===== config.mk =====
export PLATFORM = sky130hd
export DESIGN_NAME = xpar_ext_regs
export DESIGN_NICKNAME = d
export VERILOG_FILES = /design/src/rtl/xpar_pkg.sv /design/src/rtl/xpar_fifo.sv /design/src/rtl/xpar_ctrl_reg.sv /design/src/rtl/xpar_ext_regs.sv
export SDC_FILE = /design/constraint.sdc
export NUM_CORES = 1
export LEC_CHECK = 0
export BUFFER_PORTS_ARGS = -buffer_cell sky130_fd_sc_hd__buf_2
export CELL_PAD_IN_SITES_DETAIL_PLACEMENT = 0
export CELL_PAD_IN_SITES_GLOBAL_PLACEMENT = 1
export CORE_UTILIZATION = 35
export CTS_BUF_LIST = sky130_fd_sc_hd__clkbuf_4 sky130_fd_sc_hd__clkbuf_8 sky130_fd_sc_hd__clkbuf_16
export CTS_CLUSTER_DIAMETER = 60
export DETAILED_ROUTE_END_ITERATION = 8
export PLACE_DENSITY = 0.73
export SLEW_MARGIN = 20
export SYNTH_ARGS = -nofsm -noshare
export SYNTH_HDL_FRONTEND = slang
export SYNTH_HIERARCHICAL = 1
export SYNTH_SLANG_ARGS = --single-unit

===== constraint.sdc =====
create_clock -name clk_i -period 4.3 [get_ports clk_i]
set_input_delay 0.215 -clock clk_i [delete_from_list [all_inputs] [get_ports clk_i]]
set_output_delay 0.215 -clock clk_i [all_outputs]
set_load 0.03 [all_outputs]

===== src/rtl/xpar_pkg.sv =====
package xpar_pkg;
  localparam int XP_ADDR_W = 3;
  localparam int XP_DATA_W = 8;

  localparam logic [XP_ADDR_W-1:0] OFS_DATA = 3'd0;
  localparam logic [XP_ADDR_W-1:0] OFS_CFGB = 3'd1;
  localparam logic [XP_ADDR_W-1:0] OFS_CTRL = 3'd2;

  // control register field positions
  localparam int MODE_LSB = 5;
  localparam int AUX_LSB  = 2;

  typedef enum logic [2:0] {
    MODE_COMPAT = 3'b000,
    MODE_BYTE   = 3'b001,
    MODE_PPFIFO = 3'b010,
    MODE_XFIFO  = 3'b011,
    MODE_EPP    = 3'b100,
    MODE_RSVD   = 3'b101,
    MODE_TEST   = 3'b110,
    MODE_CFG    = 3'b111
  } mode_e;
endpackage


===== src/rtl/xpar_fifo.sv =====
module xpar_fifo #(
  parameter int DATA_W = 8,
  parameter int DEPTH  = 2
) (
  input  logic              clk_i,
  input  logic              rst_ni,
  input  logic              flush_i,
  input  logic              push_i,
  input  logic              pop_i,
  input  logic [DATA_W-1:0] wdata_i,
  output logic [DATA_W-1:0] head_o,
  output logic              empty_o,
  output logic              full_o
);
  localparam int PTR_W = (DEPTH > 1) ? $clog2(DEPTH) : 1;
  localparam int CNT_W = $clog2(DEPTH + 1);
  localparam logic [PTR_W-1:0] LAST_PTR = PTR_W'(DEPTH - 1);
  localparam logic [CNT_W-1:0] FULL_CNT = CNT_W'(DEPTH);

  logic [DATA_W-1:0] mem_q [DEPTH];
  logic [PTR_W-1:0]  wr_ptr_q, rd_ptr_q;
  logic [CNT_W-1:0]  cnt_q;
  logic              pop_ok, push_ok;

  assign empty_o = (cnt_q == '0);
  assign full_o  = (cnt_q == FULL_CNT);
  assign pop_ok  = pop_i && !empty_o;
  // a pop in the same cycle frees the slot for a push
  assign push_ok = push_i && (!full_o || pop_ok);
  assign head_o  = mem_q[rd_ptr_q];

  for (genvar g = 0; g < DEPTH; g++) begin : g_slot
    always_ff @(posedge clk_i or negedge rst_ni) begin
      if (!rst_ni)
        mem_q[g] <= '0;
      else if (!flush_i && push_ok && wr_ptr_q == PTR_W'(g))
        mem_q[g] <= wdata_i;
    end
  end

  always_ff @(posedge clk_i or negedge rst_ni) begin
    if (!rst_ni) begin
      wr_ptr_q <= '0;
      rd_ptr_q <= '0;
      cnt_q    <= '0;
    end else if (flush_i) begin
      wr_ptr_q <= '0;
      rd_ptr_q <= '0;
      cnt_q    <= '0;
    end else begin
      if (push_ok) wr_ptr_q <= (wr_ptr_q == LAST_PTR) ? '0 : wr_ptr_q + 1'b1;
      if (pop_ok)  rd_ptr_q <= (rd_ptr_q == LAST_PTR) ? '0 : rd_ptr_q + 1'b1;
      case ({push_ok, pop_ok})
        2'b10:   cnt_q <= cnt_q + 1'b1;
        2'b01:   cnt_q <= cnt_q - 1'b1;
        default: cnt_q <= cnt_q;
      endcase
    end
  end

  a_r4_flush_clears: assert property (@(posedge clk_i) disable iff (!rst_ni)
    flush_i |=> (cnt_q == '0 && wr_ptr_q == '0 && rd_ptr_q == '0));
  a_r7_full_push_dropped: assert property (@(posedge clk_i) disable iff (!rst_ni)
    (full_o && push_i && !pop_i && !flush_i) |=> (full_o && $stable(wr_ptr_q)));
  a_r8_empty_pop_dropped: assert property (@(posedge clk_i) disable iff (!rst_ni)
    (empty_o && pop_i && !push_i && !flush_i) |=> (empty_o && $stable(rd_ptr_q)));
  a_r11_full_both_stays_full: assert property (@(posedge clk_i) disable iff (!rst_ni)
    (full_o && push_i && pop_i && !flush_i) |=> full_o);
endmodule


===== src/rtl/xpar_ctrl_reg.sv =====
module xpar_ctrl_reg
  import xpar_pkg::*;
(
  input  logic       clk_i,
  input  logic       rst_ni,
  input  logic       wr_i,
  input  logic [7:0] wdata_i,
  output mode_e      mode_o,
  output logic [2:0] aux_o,
  output logic       flush_o
);
  mode_e      mode_q;
  logic [2:0] aux_q;
  mode_e      new_mode;

  assign new_mode = mode_e'(wdata_i[MODE_LSB +: 3]);
  assign flush_o  = wr_i && (new_mode != mode_q);
  assign mode_o   = mode_q;
  assign aux_o    = aux_q;

  always_ff @(posedge clk_i or negedge rst_ni) begin
    if (!rst_ni) begin
      mode_q <= MODE_COMPAT;
      aux_q  <= '0;
    end else if (wr_i) begin
      mode_q <= new_mode;
      aux_q  <= wdata_i[AUX_LSB +: 3];
    end
  end

  a_r3_mode_replaced: assert property (@(posedge clk_i) disable iff (!rst_ni)
    wr_i |=> (mode_o == mode_e'($past(wdata_i[MODE_LSB +: 3]))));
endmodule


===== src/rtl/xpar_ext_regs.sv =====
module xpar_ext_regs
  import xpar_pkg::*;
#(
  parameter int FIFO_DEPTH = 2
) (
  input  logic                 clk_i,
  input  logic                 rst_ni,
  input  logic                 wr_en_i,
  input  logic                 rd_en_i,
  input  logic [XP_ADDR_W-1:0] addr_i,
  input  logic [XP_DATA_W-1:0] wdata_i,
  output logic [XP_DATA_W-1:0] rdata_o
);
  mode_e                mode;
  logic [2:0]           aux;
  logic                 flush, test_mode;
  logic                 hit_data, hit_cfgb, hit_ctrl;
  logic                 fifo_empty, fifo_full;
  logic [XP_DATA_W-1:0] fifo_head;
  logic [XP_DATA_W-1:0] data_q, cfgb_q, rdata_q, rd_val, ctrl_val;

  assign hit_data  = (addr_i == OFS_DATA);
  assign hit_cfgb  = (addr_i == OFS_CFGB);
  assign hit_ctrl  = (addr_i == OFS_CTRL);
  assign test_mode = (mode == MODE_TEST);

  xpar_ctrl_reg u_ctrl (
    .clk_i   (clk_i),
    .rst_ni  (rst_ni),
    .wr_i    (wr_en_i && hit_ctrl),
    .wdata_i (wdata_i),
    .mode_o  (mode),
    .aux_o   (aux),
    .flush_o (flush)
  );

  xpar_fifo #(.DATA_W(XP_DATA_W), .DEPTH(FIFO_DEPTH)) u_fifo (
    .clk_i   (clk_i),
    .rst_ni  (rst_ni),
    .flush_i (flush),
    .push_i  (wr_en_i && hit_data && test_mode),
    .pop_i   (rd_en_i && hit_data && test_mode),
    .wdata_i (wdata_i),
    .head_o  (fifo_head),
    .empty_o (fifo_empty),
    .full_o  (fifo_full)
  );

  always_ff @(posedge clk_i or negedge rst_ni) begin
    if (!rst_ni) begin
      data_q <= '0;
      cfgb_q <= '0;
    end else if (wr_en_i) begin
      if (hit_data && !test_mode) data_q <= wdata_i;
      if (hit_cfgb)               cfgb_q <= wdata_i;
    end
  end

  // status field: 01 empty, 10 full, 00 partial
  assign ctrl_val = {mode, aux, fifo_full, fifo_empty};

  always_comb begin
    unique case (1'b1)
      hit_data: rd_val = test_mode ? (fifo_empty ? '1 : fifo_head) : data_q;
      hit_cfgb: rd_val = cfgb_q;
      hit_ctrl: rd_val = ctrl_val;
      default:  rd_val = '1;
    endcase
  end

  always_ff @(posedge clk_i or negedge rst_ni) begin
    if (!rst_ni)      rdata_q <= '0;
    else if (rd_en_i) rdata_q <= rd_val;
  end
  assign rdata_o = rdata_q;

  a_r2_unmapped_reads_ones: assert property (@(posedge clk_i) disable iff (!rst_ni)
    (rd_en_i && !hit_data && !hit_cfgb && !hit_ctrl) |=> (rdata_o == '1));
  a_r3_status_legal: assert property (@(posedge clk_i) disable iff (!rst_ni)
    $onehot0({fifo_full, fifo_empty}));
  a_r12_read_holds: assert property (@(posedge clk_i) disable iff (!rst_ni)
    !rd_en_i |=> $stable(rdata_o));
  a_r9_plain_reg_kept_in_test: assert property (@(posedge clk_i) disable iff (!rst_ni)
    test_mode |=> $stable(data_q));
endmodule


==> out/metrics.yaml, run 1 <==
port_buffers: 22
dr.pass1.iters: 4
layout_min_cycle_time_ns: 2.60
wire_per_inst_um: 17.9
p_sw_frac: 0.262
clock_skew_ns: 0.00394
nFillCells: 614
cts_tree: "done"
grt_pass1_wl_um: 8050
cts.sinks: 50
core_region_area_sq_um: 6490
synth_cells: 186
io_pins: 23
gp_congestion: 0.819
cp.required_ns: 4.49
htreeDepth: 2
register_area_sq_um: 1250
track_usage: 0.145
drc: 0
avgSynthCellArea_sq_um: 13.0
cts_buffer_depth: 2
path_delay_family: "simple AND/OR/NAND/NOR gates"
max-cap-violations: 0
finalPower_mw: 1.15
syn_nets: 201
numCtsBuffers: 5
worst-slew-pin-transition_ns: 0.685
path_buf_inv: 1
start_util: 0.372
synth_area_leaders: "dfrtp_1 (52%), mux2_2 (14%), mux2_4 (9.9%), o221ai_1 (2.5%), o21ai_0 (2.3%)"
hp-class: "in2async"
antenna_found_initial: 0
pwr-share-comb: 0.188
drtIter0Drc: 71
grt_max_degree: 51
r2r_slack_ns: 1.70
num_antenna_cells: 0
clkLatencyLatePin_ns: 0.30
cp-end-kind: "flip-flop"
die_area_sq_um: 7250
drive_gt1_frac: 0.403
die_x_um: 85.1
synth_seq_cells: 50
startpoint_type: "flip-flop"
fin_nets: 221
die_height_um: 85.1
yosys.area.top_type_share: 0.517
hold_viol_final: 0
cp_slowest_stage_delay_ns: 0.80
period_share: 0.605
report.final.setup_viol: 0
yosysWarnings: 6
multi_input_area_sq_um: 1090
p_seq_frac: 0.518
clock.fmax_mhz: 384
netlist_area_sq_um: 2420
p_per_area_nw_per_um2: 429
path_class: "reg2reg"
cts_root_buf: "clkbuf_8"
vias_per_cell: 5.37
p_int_mw: 0.851
post_cts.repair.setup_buffers: 0
yosysSeqAreaShare: 0.517
crit_chain: "and3b_1 -> and3_1 -> inv_1 -> or4_1 -> mux2_4"
num_vias: 1519
clock_power_share: 0.295
post_cts_resize_count: 0
dp_hpwl_um: 3530
status: "complete, no violations"
slew_violations: 0
worst-path-max-fanout: 11
ctsHoldBuffers: 0
slew_headroom: 0.541
rsz0062_at_grt: "false"
worstPathArrival_ns: 2.79
ant_nets: 0
slowest_stage: "or4_1"
routed_wl_um: 5060
synth_top_cell_by_area: "dfrtp_1"
synth_cell_types: 34
leakagePower_nw: 1.25
setup_tns_ns: 0
p_sw_mw: 0.302
grt_overflow: 0
peakVddDrop_mv: 0.147
grt_pass1_vias: 1481
fp-row-count: 29
clkSlewWorstSetupHoldPaths_ns: 0.09
areaGrowthSynthToFinish_pct: 11.1
placed cells by master (no fill, tap or decap), drive strengths merged, types with 2 or more instances in the layout:
cell     n
nand2    2
nor2    12
nor3b    3
xor2     4
dfrtp   50
o21ai   11
nor3     3
a21o     7
and3     3
clkbuf   6
a31oi    7
a211oi   2
buf     24
o221ai   7
or4      2
nor2b    4
inv      2
mux2    46
registers in the layout (all words and copies together) (netlist names):
signal           flops
u_ctrl/mode_o        3
u_fifo/rd_ptr_q      1
data_q               8
u_fifo/mem_q        16
u_fifo/cnt_q         2
rdata_o              8
cfgb_q               8
u_fifo/wr_ptr_q      1
u_ctrl/aux_o         3
synth_stat cells, drive strengths merged:
master / instances
nor3: 3
or4: 2
or2: 1
a21oi: 1
nor2: 12
buf: 6
nor3b: 3
o31a: 1
o21ai: 11
o221ai: 7
a2111oi: 1
mux2: 46
and3b: 1
dfrtp: 50
and3: 3
clkbuf: 5
a211oi: 2
nor2b: 4
mux2i: 1
nand2: 2
o22ai: 1
xor2: 4
a31oi: 7
a21o: 7
o21a: 1
inv: 2
nand4bb: 1
nand2b: 1
power groups by stage:
| stage | clock, mW | combinational (mW) | sequential, mW |
|---|---|---|---|
| finish | 0.340 | 0.217 | 0.597 |
| global route | 0.364 | 0.235 | 0.608 |
| CTS | 0.347 | 0.220 | 0.597 |
| detailed placement | 0 | 0.220 | 0.605 |
| global placement | 0 | 0.216 | 0.604 |
| floorplan | 0 | 0.148 | 0.607 |
layout make-up:
| cell class | instances | area share |
|---|---|---|
| Sequential cell | 50 | 0.466 |
| Multi-Input combinational cell | 123 | 0.407 |
| Timing Repair Buffer | 24 | 0.0466 |
| Tap cell | 77 | 0.0358 |
| Clock buffer | 6 | 0.0307 |
| Clock inverter | 1 | 0.0112 |
| Inverter | 2 | 0.00279 |
final timing paths:
| check | from | end | cells after the start |
|---|---|---|---|
| min in group clk_i | wdata_i[1] | u_fifo/mem_q[9] | 2 |
| hold reg to reg | u_fifo/mem_q[4] | u_fifo/mem_q[4] | 1 |
| setup / recovery | u_ctrl/mode_o[0] | u_fifo/mem_q[12] | 5 |
| max in group asynchronous | rst_ni | u_ctrl/mode_o[0] | 2 |
| hold / removal | rst_ni | u_fifo/mem_q[6] | 2 |
| setup reg to reg | u_ctrl/mode_o[0] | u_fifo/mem_q[12] | 5 |
metrics by stage:
step            util  instances  hold WS, ns  setup WS (ns)  cell area (sq um)
3_3_place_gp   0.396        276        0.361           1.72               2570
6_report       0.414        283      0.00647           1.70               2690
5_1_grt        0.414        283       0.0644           1.56               2690
2_1_floorplan      -        186      -0.0806           2.02               2420
4_1_cts        0.414        283       0.0364           1.72               2690
3_5_place_dp   0.396        276        0.366           1.68               2570
layer usage:
metal	vias to the layer above	part of all wire	global-route usage
li1	721	-	-
met1	751	0.48	0.201
met2	37	0.46	0.224
met3	10	0.037	0.0340
met4	0	0.022	0.0493
met5	-	0	0
cell families after synthesis:
family / synth area share
AOI/OAI and AO/OA: 0.109
xor gates and xnor gates: 0.0145
buffers and inverters: 0.0300
DFF: 0.517
muxes: 0.243
and+or+nand+nor: 0.0859
No activity file was read; power rests on OpenSTA's default activity.
==> inputs of run 2 (changes only) <==
Settings changed: ABC_AREA set to 1, PLACE_DENSITY 0.73 to 0.8.
Clock period 4.3 ns to 2.15 ns, I/O delays scaled along.
==> run 2 against run 1 <==
Net effect: sequential power up 96%; largest cell class unchanged; sequential share of layout area shrank 5.0 points; clock-buffer cell count unchanged.
==> out/metrics.yaml, run 2 <==
status: "complete, no violations"
final_cell_mix: "nand2_1 (109), dfrtp_1 (50), nor2_1 (46)"
synthArstFlopShare: 1.00  # unchanged
syn_nets: 362  # +80%
antenna_found_initial: 0  # unchanged
grt_pass1_vias: 2144  # +45%
numCtsBuffers: 5  # unchanged
die_x_um: 89.5  # +5.1%
grt_max_degree: 51  # unchanged
startpoint_type: "flip-flop"
largest_reg_flops: 16  # unchanged
synth_top_cell_by_area: "dfrtp_1"
rsz0062_at_grt: "false"
period_share: 0.802  # +0.196
grt_pass1_wl_um: 10400  # +29%
num_antenna_cells: 0  # unchanged
slew_violations: 0  # unchanged
yosys.area.top_type_share: 0.467  # -0.0505
die_height_um: 89.5  # +5.1%
synth_cell_types: 23  # -32%
yosys.cell_count.top_type: "nand2_1"
wire_per_inst_um: 13.0  # -27%
drtIter0Drc: 93  # +31%
p_per_area_nw_per_um2: 792  # +85%
cts_tree: "done"
final_common_cell: "nand2_1"
setup_tns_ns: 0  # unchanged
crit_top_cell: "nand2_1"
die_area_sq_um: 8010  # +11%
yosysWarnings: 6  # unchanged
port_buffers: 22  # unchanged
hold_viol_final: 0  # unchanged
io_pins: 23  # unchanged
num_vias: 2201  # +45%
start_util: 0.366  # -0.00678
path_delay_family: "simple AND/OR/NAND/NOR gates"
routed_wl_um: 6170  # +22%
slew_headroom: 0.564  # +0.0238
slowest_stage: "dfrtp_1"
cts_buffer_depth: 2  # unchanged
synth_area_leaders: "dfrtp_1 (47%), nand2_1 (15%), nor2_1 (6.4%), inv_1 (5.5%), o21ai_2 (5.2%)"
netlist_area_sq_um: 2680  # +11%
cts_root_buf: "clkbuf_8"
clkLatencyLatePin_ns: 0.31  # about the same
worst-path-max-fanout: 17  # +6
synth_edf_count: 0  # unchanged
stdcell_area_sq_um: 3010  # +12%
path_buf_inv: 2  # +1
cp.required_ns: 2.34  # -2.15 ns
worst-slew-pin-transition_ns: 0.653  # -0.0320 ns
layout_min_cycle_time_ns: 1.72  # -0.879 ns
ant_nets: 0  # unchanged
peakVddDrop_mv: 0.292  # +98%
yosysSeqAreaShare: 0.467  # -0.0505
synth_seq_cells: 50  # unchanged
post_cts_resize_count: 0  # unchanged
cts.sinks: 50  # unchanged
top_register: "u_fifo/mem_q"
drc: 0  # unchanged
dr.pass1.iters: 4  # unchanged
yosys-top-cells-count: "nand2_1 (109), dfrtp_1 (50), nor2_1 (46)"
dpl_cell_area_sq_um: 2890  # +12%
worstPathArrival_ns: 1.92  # -0.87 ns
synth_cells: 347  # +87%
cp-end-kind: "flip-flop"
synthFlopType: "dfrtp_1"
cp_slowest_stage_delay_ns: 0.44  # -0.36 ns
crit_chain: "inv_1 -> nand2_1 -> nand2_1 -> nand2_1 -> nor2_1 -> nor2_1 -> inv_1 -> nand4_4 -> nand2_1 -> o21ai_2"
leakagePower_nw: 1.50  # +20%
gp_congestion: 0.854  # +4.3%
htreeDepth: 2  # unchanged
fin_nets: 388  # +76%
vias_per_cell: 4.65  # -13%
grt_overflow: 0  # unchanged
areaGrowthSynthToFinish_pct: 12.3
avgSynthCellArea_sq_um: 7.72  # -41%
track_usage: 0.175  # +0.0297
drive_gt1_frac: 0.201  # -0.202
path_class: "reg2reg"
clock.fmax_mhz: 580  # +51%
hp-class: "in2reg"
max-cap-violations: 0  # unchanged
fp-row-count: 31  # +6.9%
core_region_area_sq_um: 7330  # +13%
clock_skew_ns: 0.0145  # +0.0105 ns
clkSlewWorstSetupHoldPaths_ns: 0.10  # about the same
report.final.setup_viol: 0  # unchanged
dp_hpwl_um: 4390  # +24%
[run 2: cell count changes after synthesis, moves of 7 or more]
cell	before	now
a21o_1	7	0
mux2_2	30	0
or2_2	1	8
nand4_1	0	10
nand3_1	0	22
nand2_1	2	109
mux2_4	16	0
a31oi_1	7	0
o221ai_1	7	0
o21ai_2	0	16
nor2_1	12	46
inv_1	2	39
[run 2: cell type report]
class | count | area (sq um)
clock buffer | 6 | 76.3
sequential | 50 | 1250
fill | 770 | 4320
multi-input combinational | 242 | 1180
tap | 99 | 124
timing repair buffer | 30 | 173
clock inverter | 2 | 37.5
inverter | 44 | 165
[run 2: what timing repair did]
item,CTS,global route
hold buffers,1,0
endpoints found under the setup margin,0,0
setup buffers,0,0
hold endpoints to repair,50,0
[run 2: final timing paths]
check,startpoint,end,slack (ns),depth (start not counted)
hold reg to reg,u_ctrl/aux_o[0],u_ctrl/aux_o[0],0.48,2
max in group asynchronous,rst_ni,u_ctrl/mode_o[1],1.27,3
setup reg to reg,u_ctrl/mode_o[1],u_fifo/mem_q[12],0.43,10
setup / recovery,u_ctrl/mode_o[1],u_fifo/mem_q[12],0.43,10
min in group asynchronous,rst_ni,u_fifo/mem_q[10],0.44,3
hold / removal,wdata_i[3],u_ctrl/aux_o[1],0.07,3
[run 2: metal layers]
layer / up-vias / GRT usage / wire length [um]
li1: 1133 / - / -
met1: 1018 / 0.238 / 3000
met2: 42 / 0.291 / 2880
met3: 8 / 0.0323 / 206
met4: 0 / 0.0390 / 73
met5: - / 0 / 0
[run 2: report_power, final]
part,switching (mW),internal (mW)
Sequential,0.0882,1.08
Clock,0.319,0.360
Combinational,0.339,0.199
Total,0.746,1.64
[run 2: cells by family (layout without fill, tap and decap cells)]
group,Yosys count,in the layout,share of synthesized area
flip-flops,50,50,0.467
AO/OA/AOI/OAI,36,36,0.0896
buffers and inverters,55,82,0.0915
AND/OR/NAND/NOR,205,205,0.349
XOR/XNOR,1,1,0.00327
[run 2: tightest hold or removal path: cells and delay by family]
kind	cells	cell delay (ns)
and+or+nand+nor	2	0.10
buffers and inverters	1	0.13
[run 2: through the flow]
step / hold slack, ns / utilization / setup slack, ns / cells / power [mW]
2_1_floorplan: -0.188 / - / 0.365 / 347 / 1.55
3_3_place_gp: 0.263 / 0.394 / 0.375 / 464 / 1.72
3_5_place_dp: 0.263 / 0.394 / 0.322 / 464 / 1.73
4_1_cts: 0.0671 / 0.411 / 0.412 / 473 / 2.41
5_1_grt: 0.0670 / 0.411 / 0.256 / 473 / 2.53
6_report: 0.0658 / 0.411 / 0.427 / 473 / 2.39
